==> config.mk <==
export PLATFORM = sky130hd
export DESIGN_NAME = selfinv_coh_ctrl
export DESIGN_NICKNAME = d
export VERILOG_FILES = /design/src/rtl/sic_pkg.sv /design/src/rtl/sic_word_array.sv /design/src/rtl/sic_sweep_seq.sv /design/src/rtl/sic_ctrl.sv /design/src/rtl/selfinv_coh_ctrl.sv
export SDC_FILE = /design/constraint.sdc
export NUM_CORES = 1
export LEC_CHECK = 0
export ABC_CLOCK_PERIOD_IN_PS = 5900
export BUFFER_PORTS_ARGS = -buffer_cell sky130_fd_sc_hd__buf_2
export CAP_MARGIN = 20
export CORE_MARGIN = 1.5
export CORE_UTILIZATION = 60
export CTS_CLUSTER_DIAMETER = 100
export DETAILED_ROUTE_END_ITERATION = 10
export PLACE_DENSITY_LB_ADDON = 0.15
export SLEW_MARGIN = 10
export SYNTH_ARGS = -nofsm -noshare
export SYNTH_HDL_FRONTEND = slang
export SYNTH_SLANG_ARGS = --single-unit
==> constraint.sdc <==
create_clock -name clk -period 5.9 [get_ports clk]
set_clock_uncertainty 0.1 [all_clocks]
set_input_delay 0.59 -clock clk [delete_from_list [all_inputs] [get_ports clk]]
set_output_delay 0.59 -clock clk [all_outputs]
set_load 0.005 [all_outputs]
==> src/rtl/sic_pkg.sv <==
package sic_pkg;

   typedef enum logic [1:0] {
      WS_INV = 2'b00,
      WS_VAL = 2'b01,
      WS_REG = 2'b10
   } word_st_e;

   typedef enum logic [2:0] {
      C_IDLE,
      C_REGW,
      C_MISS,
      C_SIGQ,
      C_SWEEP
   } ctl_st_e;

endpackage

==> src/rtl/sic_word_array.sv <==
module sic_word_array
   import sic_pkg::*;
#(
   parameter  int ROWS        = 4,
   parameter  int COLS        = 4,
   parameter  int NUM_REGIONS = 4,
   localparam int WORDS       = ROWS * COLS,
   localparam int AW          = $clog2(WORDS),
   localparam int RW          = $clog2(NUM_REGIONS),
   localparam int RRW         = (ROWS > 1) ? $clog2(ROWS) : 1
) (
   input  logic                   clk,
   input  logic                   rst_n,
   input  logic [AW-1:0]          rd_addr,
   output word_st_e               rd_state,
   output logic                   rd_touched,
   input  logic                   wr_en,
   input  logic [AW-1:0]          wr_addr,
   input  word_st_e               wr_state,
   input  logic [RW-1:0]          wr_region,
   input  logic                   touch_set,
   input  logic [AW-1:0]          touch_addr,
   input  logic                   touch_clr_all,
   input  logic                   sweep_en,
   input  logic [RRW-1:0]         sweep_row,
   input  logic [NUM_REGIONS-1:0] sweep_mask
);

   word_st_e         st_w [WORDS];
   logic [WORDS-1:0] tch_w;

   for (genvar r = 0; r < ROWS; r++) begin : g_row
      for (genvar c = 0; c < COLS; c++) begin : g_col
         localparam int IDX = r * COLS + c;

         word_st_e      st_q;
         logic [RW-1:0] rg_q;
         logic          tch_q;
         logic          wr_hit;
         logic          sweep_kill;

         assign wr_hit     = wr_en && (wr_addr == AW'(IDX));
         assign sweep_kill = sweep_en && (sweep_row == RRW'(r)) &&
                             (st_q == WS_VAL) && sweep_mask[rg_q];

         always_ff @(posedge clk) begin
            if (!rst_n) begin
               st_q <= WS_INV;
               rg_q <= '0;
            end else if (wr_hit) begin
               st_q <= wr_state;
               rg_q <= wr_region;
            end else if (sweep_kill) begin
               st_q <= WS_INV;
            end
         end

         always_ff @(posedge clk) begin
            if (!rst_n)
               tch_q <= 1'b0;
            else if (touch_clr_all)
               tch_q <= 1'b0;
            else if (touch_set && (touch_addr == AW'(IDX)))
               tch_q <= 1'b1;
         end

         assign st_w[IDX]  = st_q;
         assign tch_w[IDX] = tch_q;

         // the unused code never appears in a word
         assert_code_legal_R1: assert property (@(posedge clk) disable iff (!rst_n)
            logic'(st_q != WS_INV) |-> (st_q == WS_VAL || st_q == WS_REG));
      end
   end

   assign rd_state   = st_w[rd_addr];
   assign rd_touched = tch_w[rd_addr];

endmodule

==> src/rtl/sic_sweep_seq.sv <==
module sic_sweep_seq #(
   parameter  int ROWS        = 4,
   parameter  int NUM_REGIONS = 4,
   localparam int RRW         = (ROWS > 1) ? $clog2(ROWS) : 1
) (
   input  logic                   clk,
   input  logic                   rst_n,
   input  logic                   start,
   input  logic [NUM_REGIONS-1:0] mask_in,
   output logic                   active,
   output logic [RRW-1:0]         row,
   output logic [NUM_REGIONS-1:0] mask,
   output logic                   last,
   output logic                   done
);

   assign last = active && (row == RRW'(ROWS - 1));

   always_ff @(posedge clk) begin
      if (!rst_n) begin
         active <= 1'b0;
         row    <= '0;
         mask   <= '0;
         done   <= 1'b0;
      end else begin
         done <= 1'b0;
         if (start) begin
            active <= 1'b1;
            row    <= '0;
            mask   <= mask_in;
         end else if (active) begin
            if (last) begin
               active <= 1'b0;
               done   <= 1'b1;
            end else begin
               row <= row + 1'b1;
            end
         end
      end
   end

   // a finished sweep is followed by no further row activity
   assert_sweep_stops_R5: assert property (@(posedge clk) disable iff (!rst_n)
      done && !start |-> !active);

endmodule

==> src/rtl/sic_ctrl.sv <==
module sic_ctrl
   import sic_pkg::*;
#(
   parameter int AW = 4,
   parameter int RW = 2
) (
   input  logic          clk,
   input  logic          rst_n,
   input  logic          core_req_valid,
   input  logic          core_req_write,
   input  logic          core_req_atomic,
   input  logic [AW-1:0] core_req_addr,
   input  logic [RW-1:0] core_req_region,
   input  logic          phase_end,
   output logic          core_busy,
   output logic          core_done,
   output logic          reg_req_valid,
   output logic [AW-1:0] reg_req_addr,
   input  logic          reg_ack,
   output logic          miss_req_valid,
   output logic [AW-1:0] miss_req_addr,
   input  logic          miss_fill,
   output logic          sig_query_valid,
   output logic [AW-1:0] sig_query_addr,
   input  logic          sig_hit,
   input  word_st_e      rd_state,
   input  logic          rd_touched,
   output logic          wr_en,
   output logic [AW-1:0] wr_addr,
   output word_st_e      wr_state,
   output logic [RW-1:0] wr_region,
   output logic          touch_set,
   output logic          sweep_start,
   input  logic          sweep_last
);

   ctl_st_e       st_q, st_d;
   logic [AW-1:0] addr_q;
   logic [RW-1:0] region_q;
   logic          done_d;
   logic          accept;

   assign accept = (st_q == C_IDLE) && core_req_valid && !phase_end;

   always_comb begin
      st_d        = st_q;
      done_d      = 1'b0;
      wr_en       = 1'b0;
      wr_addr     = addr_q;
      wr_state    = WS_INV;
      wr_region   = region_q;
      touch_set   = 1'b0;
      sweep_start = 1'b0;
      unique case (st_q)
         C_IDLE: begin
            if (phase_end) begin
               sweep_start = 1'b1;
               st_d        = C_SWEEP;
            end else if (core_req_valid) begin
               if (core_req_write) begin
                  if (rd_state == WS_REG) begin
                     done_d = 1'b1;
                  end else begin
                     wr_en     = 1'b1;
                     wr_addr   = core_req_addr;
                     wr_state  = WS_REG;
                     wr_region = core_req_region;
                     st_d      = C_REGW;
                  end
               end else begin
                  touch_set = core_req_atomic;
                  if (core_req_atomic && !rd_touched && rd_state == WS_VAL)
                     st_d = C_SIGQ;
                  else if (rd_state == WS_INV)
                     st_d = C_MISS;
                  else
                     done_d = 1'b1;
               end
            end
         end
         C_REGW: begin
            if (reg_ack) begin
               done_d = 1'b1;
               st_d   = C_IDLE;
            end
         end
         C_MISS: begin
            if (miss_fill) begin
               wr_en    = 1'b1;
               wr_state = WS_VAL;
               done_d   = 1'b1;
               st_d     = C_IDLE;
            end
         end
         C_SIGQ: begin
            if (sig_hit) begin
               wr_en    = 1'b1;
               wr_state = WS_INV;
               st_d     = C_MISS;
            end else begin
               done_d = 1'b1;
               st_d   = C_IDLE;
            end
         end
         C_SWEEP: begin
            if (sweep_last) st_d = C_IDLE;
         end
         default: st_d = C_IDLE;
      endcase
   end

   always_ff @(posedge clk) begin
      if (!rst_n) begin
         st_q      <= C_IDLE;
         addr_q    <= '0;
         region_q  <= '0;
         core_done <= 1'b0;
      end else begin
         st_q      <= st_d;
         core_done <= done_d;
         if (accept) begin
            addr_q   <= core_req_addr;
            region_q <= core_req_region;
         end
      end
   end

   assign core_busy       = (st_q != C_IDLE);
   assign reg_req_valid   = (st_q == C_REGW);
   assign miss_req_valid  = (st_q == C_MISS);
   assign sig_query_valid = (st_q == C_SIGQ);
   assign reg_req_addr    = addr_q;
   assign miss_req_addr   = addr_q;
   assign sig_query_addr  = addr_q;

   assert_reg_hold_R2: assert property (@(posedge clk) disable iff (!rst_n)
      reg_req_valid && !reg_ack |=> reg_req_valid && $stable(reg_req_addr));

   assert_reg_done_R2: assert property (@(posedge clk) disable iff (!rst_n)
      reg_req_valid && reg_ack |=> core_done && !core_busy);

   assert_miss_hold_R3: assert property (@(posedge clk) disable iff (!rst_n)
      miss_req_valid && !miss_fill |=> miss_req_valid && $stable(miss_req_addr));

   assert_miss_done_R3: assert property (@(posedge clk) disable iff (!rst_n)
      miss_req_valid && miss_fill |=> core_done);

   assert_sig_resolve_R6: assert property (@(posedge clk) disable iff (!rst_n)
      sig_query_valid |=> (core_done != miss_req_valid));

   assert_idle_phase_R5: assert property (@(posedge clk) disable iff (!rst_n)
      !core_busy && phase_end |=> core_busy && !core_done);

endmodule

==> src/rtl/selfinv_coh_ctrl.sv <==
module selfinv_coh_ctrl
   import sic_pkg::*;
#(
   parameter  int ROWS        = 4,
   parameter  int COLS        = 4,
   parameter  int NUM_REGIONS = 4,
   parameter  int CORE_ID_W   = 4,
   parameter  int CORE_ID     = 5,
   localparam int WORDS       = ROWS * COLS,
   localparam int AW          = $clog2(WORDS),
   localparam int RW          = $clog2(NUM_REGIONS),
   localparam int RRW         = (ROWS > 1) ? $clog2(ROWS) : 1
) (
   input  logic                   clk,
   input  logic                   rst_n,
   input  logic                   core_req_valid,
   input  logic                   core_req_write,
   input  logic                   core_req_atomic,
   input  logic [AW-1:0]          core_req_addr,
   input  logic [RW-1:0]          core_req_region,
   output logic                   core_busy,
   output logic                   core_done,
   output logic                   reg_req_valid,
   output logic [AW-1:0]          reg_req_addr,
   output logic [CORE_ID_W-1:0]   reg_req_core,
   input  logic                   reg_ack,
   output logic                   miss_req_valid,
   output logic [AW-1:0]          miss_req_addr,
   input  logic                   miss_fill,
   input  logic                   phase_end,
   input  logic [NUM_REGIONS-1:0] phase_wmask,
   output logic                   sweep_done,
   input  logic                   cs_start,
   output logic                   sig_query_valid,
   output logic [AW-1:0]          sig_query_addr,
   input  logic                   sig_hit
);

   if (ROWS < 1 || (ROWS & (ROWS - 1)) != 0) begin : g_chk_rows
      $error("ROWS must be a power of two");
   end
   if (COLS < 1 || (COLS & (COLS - 1)) != 0 || WORDS < 2) begin : g_chk_cols
      $error("COLS must be a power of two and the array at least two words");
   end
   if (NUM_REGIONS < 2 || (NUM_REGIONS & (NUM_REGIONS - 1)) != 0) begin : g_chk_reg
      $error("NUM_REGIONS must be a power of two, at least 2");
   end
   if (CORE_ID < 0 || CORE_ID >= (1 << CORE_ID_W)) begin : g_chk_id
      $error("CORE_ID does not fit CORE_ID_W");
   end

   word_st_e                rd_state;
   logic                    rd_touched;
   logic                    wr_en;
   logic [AW-1:0]           wr_addr;
   word_st_e                wr_state;
   logic [RW-1:0]           wr_region;
   logic                    touch_set;
   logic                    sweep_start;
   logic                    sweep_active;
   logic                    sweep_last;
   logic [RRW-1:0]          sweep_row;
   logic [NUM_REGIONS-1:0]  sweep_mask;

   assign reg_req_core = CORE_ID_W'(CORE_ID);

   sic_ctrl #(.AW(AW), .RW(RW)) u_ctrl (
      .clk             (clk),
      .rst_n           (rst_n),
      .core_req_valid  (core_req_valid),
      .core_req_write  (core_req_write),
      .core_req_atomic (core_req_atomic),
      .core_req_addr   (core_req_addr),
      .core_req_region (core_req_region),
      .phase_end       (phase_end),
      .core_busy       (core_busy),
      .core_done       (core_done),
      .reg_req_valid   (reg_req_valid),
      .reg_req_addr    (reg_req_addr),
      .reg_ack         (reg_ack),
      .miss_req_valid  (miss_req_valid),
      .miss_req_addr   (miss_req_addr),
      .miss_fill       (miss_fill),
      .sig_query_valid (sig_query_valid),
      .sig_query_addr  (sig_query_addr),
      .sig_hit         (sig_hit),
      .rd_state        (rd_state),
      .rd_touched      (rd_touched),
      .wr_en           (wr_en),
      .wr_addr         (wr_addr),
      .wr_state        (wr_state),
      .wr_region       (wr_region),
      .touch_set       (touch_set),
      .sweep_start     (sweep_start),
      .sweep_last      (sweep_last)
   );

   sic_sweep_seq #(.ROWS(ROWS), .NUM_REGIONS(NUM_REGIONS)) u_sweep (
      .clk     (clk),
      .rst_n   (rst_n),
      .start   (sweep_start),
      .mask_in (phase_wmask),
      .active  (sweep_active),
      .row     (sweep_row),
      .mask    (sweep_mask),
      .last    (sweep_last),
      .done    (sweep_done)
   );

   sic_word_array #(.ROWS(ROWS), .COLS(COLS), .NUM_REGIONS(NUM_REGIONS)) u_array (
      .clk           (clk),
      .rst_n         (rst_n),
      .rd_addr       (core_req_addr),
      .rd_state      (rd_state),
      .rd_touched    (rd_touched),
      .wr_en         (wr_en),
      .wr_addr       (wr_addr),
      .wr_state      (wr_state),
      .wr_region     (wr_region),
      .touch_set     (touch_set),
      .touch_addr    (core_req_addr),
      .touch_clr_all (cs_start),
      .sweep_en      (sweep_active),
      .sweep_row     (sweep_row),
      .sweep_mask    (sweep_mask)
   );

   // the busy span covers every outstanding handshake
   assert_busy_cover_R10: assert property (@(posedge clk) disable iff (!rst_n)
      (reg_req_valid || miss_req_valid || sig_query_valid || sweep_active) |-> core_busy);

   assert_sweep_busy_R5: assert property (@(posedge clk) disable iff (!rst_n)
      sweep_done |-> $past(core_busy));

endmodule

==> flow_metrics.py <==
metrics = {
    "run_status": {
        "outcome": "completed",
    },
    "floorplanning": {
        "die_w_um": 95.1,
        "row_count": 33,
        "dieArea_um2": 9050,
        "ios": 42,
        "core_area_um2": 8220,
        "die_h_um": 95.1,
        "initial_utilization_pct": 62.0,
    },
    "grt": {
        "grt_pass1_wl_um": 18300,
        "grtUsageMet2_pct": 43.5,
        "grt.overflow.total": 0,
        "grt_max_degree": 86,
        "grt_busiest_layer": "met2",
        "grt_use_met3_pct": 5.02,
        "track_usage_pct": 26.5,
        "grt_pass1_vias": 3614,
        "antenna_found_initial": 0,
        "use_met1_pct": 35.8,
    },
    "setup_path": {
        "timing.rr.end": "u_array.g_row[2].g_col[2].st_q[1]",
        "cp.arrival_ns": 3.63,
        "crit_path_end_kind": "flop",
        "path_class": "primary input to flop",
        "reg2reg_setup_slack_ns": 2.56,
        "regToRegStartpoint": "u_ctrl.st_q[1]",
        "path_max_fanout": 21,
        "crit_path_start_kind": "primary input",
        "cp.required_ns": 6.09,
        "reg2regPathDepth": 7,
    },
    "clock_network": {
        "path_clk_slew_ns": 0.10,
        "postCtsSetupRepairBufs": 0,
        "cts_buffer_depth": 2,
        "clk_latency_ns": 0.37,
        "cts.repair.resized": 0,
        "cts_tree": "done",
        "cts_sinks": 98,
        "hold_buffers": 0,
        "cts_root_buf": "clkbuf_8",
        "htreeDepth": 3,
        "cts_inserted_buffers": 9,
    },
    "timing": {
        "layout_worst_path_cycle_share_pct": 58.4,
        "worst_slew_pin_slew_ns": 0.829,
        "setup_violations": 0,
        "tns_ns": 0,
        "rsz0062_at_grt": "no",
        "fmax_ghz": 0.290,
        "finalHoldViolCount": 0,
        "period_needed_ns": 3.44,
        "relSlewSlack_pct": 44.7,
        "maxSlewViolCount": 0,
    },
    "yosys": {
        "synth-seq-cells": 98,
        "async_reset_ff_share_pct": 0,
        "yosysSeqAreaShare_pct": 38.5,
        "synthFlopType": "dfxtp_1",
        "synth_area_um2": 5090,
        "synth_edf_count": 0,
        "yosysUniqueCellTypes": 52,
        "synth.avg_cell_area_um2": 9.81,
        "yosys_warnings": 0,
        "synth_cells": 519,
    },
    "detailed_routing": {
        "drtAntennaViolNets": 0,
        "vias_per_cell": 6.00,
        "first_iter_violations": 328,
        "drcViolationCount": 0,
        "vias": 3789,
        "wl_per_cell_um": 17.8,
        "wirelength_um": 11200,
        "first_pass_iters": 4,
    },
    "final_layout": {
        "area_delta_synth_final_pct": 5.04,
        "nets": 545,
        "diodes": 0,
        "layout-drive-gt1-share_pct": 17.9,
        "nFillCells": 667,
        "utilization_pct": 65.1,
        "stdcell_count": 631,
    },
    "worst_hold_path": {
        "hold_depth": 3,
        "hold_class": "primary input to flop",
        "hp-start": "phase_wmask[1]",
        "min_to": "u_sweep.mask[1]",
    },
    "place": {
        "dp.cells": 615,
        "place_congestion": 0.923,
        "io_buffers": 37,
        "dp_hpwl_um": 7780,
    },
    "pwr": {
        "irDropWorstVdd_v": 0.000131,
        "powerDensity_nw_per_um2": 240,
        "p_leak_nw": 2.01,
        "p_total_mw": 1.29,
    },
    "job": {
        "timing.max_cap.violations": 0,
    },
}
registers in the layout (all words and copies together), names as in the netlist:
register / cells
u_array.g_row.g_col.rg_q: 32
u_array.g_row.g_col.st_q: 32
u_array.g_row.g_col.tch_q: 16
u_ctrl.miss_req_addr: 4
u_sweep.mask: 4
u_ctrl.st_q: 3
u_ctrl.region_q: 2
u_sweep.row: 2
u_ctrl.core_done: 1
u_sweep.active: 1
u_sweep.done: 1
cells in the mapped netlist (all sizes together) (2+ instances only):
| master | instances | area (µm²) |
|---|---|---|
| mux2 | 4 | 56.3 |
| nand3b | 2 | 15.0 |
| dfxtp | 98 | 1960 |
| a211oi | 2 | 15.0 |
| a22oi | 2 | 33.8 |
| a21oi | 23 | 115 |
| nand3 | 19 | 95.1 |
| ha | 4 | 50.1 |
| inv | 9 | 33.8 |
| nor2 | 56 | 228 |
| and2 | 3 | 18.8 |
| mux2i | 73 | 731 |
| nor3b | 3 | 22.5 |
| buf | 26 | 201 |
| a22o | 2 | 17.5 |
| nand2 | 78 | 300 |
| nor3 | 4 | 20.0 |
| nand2b | 5 | 38.8 |
| nand4b | 12 | 105 |
| nor2b | 11 | 68.8 |
| a31oi | 4 | 40.0 |
| a32oi | 3 | 33.8 |
| mux4 | 27 | 616 |
| a21boi | 8 | 60.1 |
| o21ai | 3 | 15.0 |
| o21a | 2 | 15.0 |
| clkbuf | 23 | 87.6 |
| conb | 2 | 7.51 |
| or2 | 2 | 12.5 |
through the flow:
stage / worst slack, ns / hold WS [ns] / cell area, µm²
detailed placement: 2.08 / 0.353 / 5130
floorplan: 3.07 / 0.331 / 5100
CTS: 2.48 / 0.348 / 5350
global placement: 2.19 / 0.344 / 5130
global route: 2.25 / 0.360 / 5350
finish: 2.46 / 0.359 / 5350
per-layer routing:
metal | part of all wire, % | vias up
met3 | 5.0 | 12
met4 | 1.1 | 0
met2 | 48 | 109
met1 | 46 | 1860
met5 | 0 | -
li1 | - | 1808
layout by cell type (no fill, tap or decap), types with 8 or more instances in the layout:
cell      Yosys  final
mux2i_1      73     73
inv_1         9      9
dfxtp_1      98     98
nor2_1       53     53
buf_2         5     37
a21boi_0      8      8
nor2b_1      11     11
clkbuf_8      0     10
nand2_1      75     75
a21oi_1      23     23
nand4b_1     12     12
nand3_1      19     19
mux4_2       25     25
layout make-up:
type	count	area, µm²	area share, %
clock inverter	6	76.3	1.43
inverter	9	33.8	0.632
sequential	98	1960	36.7
timing repair buffer	38	193	3.60
multi-input combinational	365	2820	52.6
clock buffer	10	138	2.57
tap	105	131	2.46
power by group:
part | leakage (nW) | internal (mW) | switching [mW] | total [mW]
Clock | 0.110 | 0.217 | 0.249 | 0.466
Sequential | 0.791 | 0.670 | 0.0251 | 0.695
Combinational | 1.11 | 0.0508 | 0.0737 | 0.125
worst max-delay path by stage:
| stage | startpoint | slack [ns] | endpoint |
|---|---|---|---|
| 2_1_floorplan | core_req_addr[0] | 3.07 | u_array.g_row[0].g_col[0].rg_q[1] |
| 3_3_place_gp | core_req_addr[1] | 2.19 | u_array.g_row[2].g_col[2].st_q[1] |
| 3_5_place_dp | core_req_addr[1] | 2.08 | u_array.g_row[2].g_col[2].rg_q[0] |
| 4_1_cts | core_req_addr[1] | 2.48 | u_array.g_row[2].g_col[2].rg_q[0] |
| 5_1_grt | core_req_addr[1] | 2.25 | u_array.g_row[2].g_col[2].st_q[1] |
| 6_report | core_req_addr[1] | 2.46 | u_array.g_row[2].g_col[2].st_q[1] |
worst max-delay path, cell delays in order:
cell and delay, ns:
buf_2 0.44, mux4_1 0.64, a22o_1 0.22, nor2_1 0.15, o211a_1 0.59, mux2i_1 0.40
or2_0 0.36, mux2i_1 0.22
logic make-up (layout without fill, tap and decap cells):
family	after synthesis	after routing	synth area share (%)
xor+xnor	1	1	0.172
buf+inv	58	63	6.34
compound gates	55	55	7.89
flops	98	98	38.5
simple gates	197	197	18.4
mux	104	104	27.5
fa+ha+maj	4	4	0.983
other cells	2	4	0.147
Note: power is estimated with default switching activity, not from simulation.
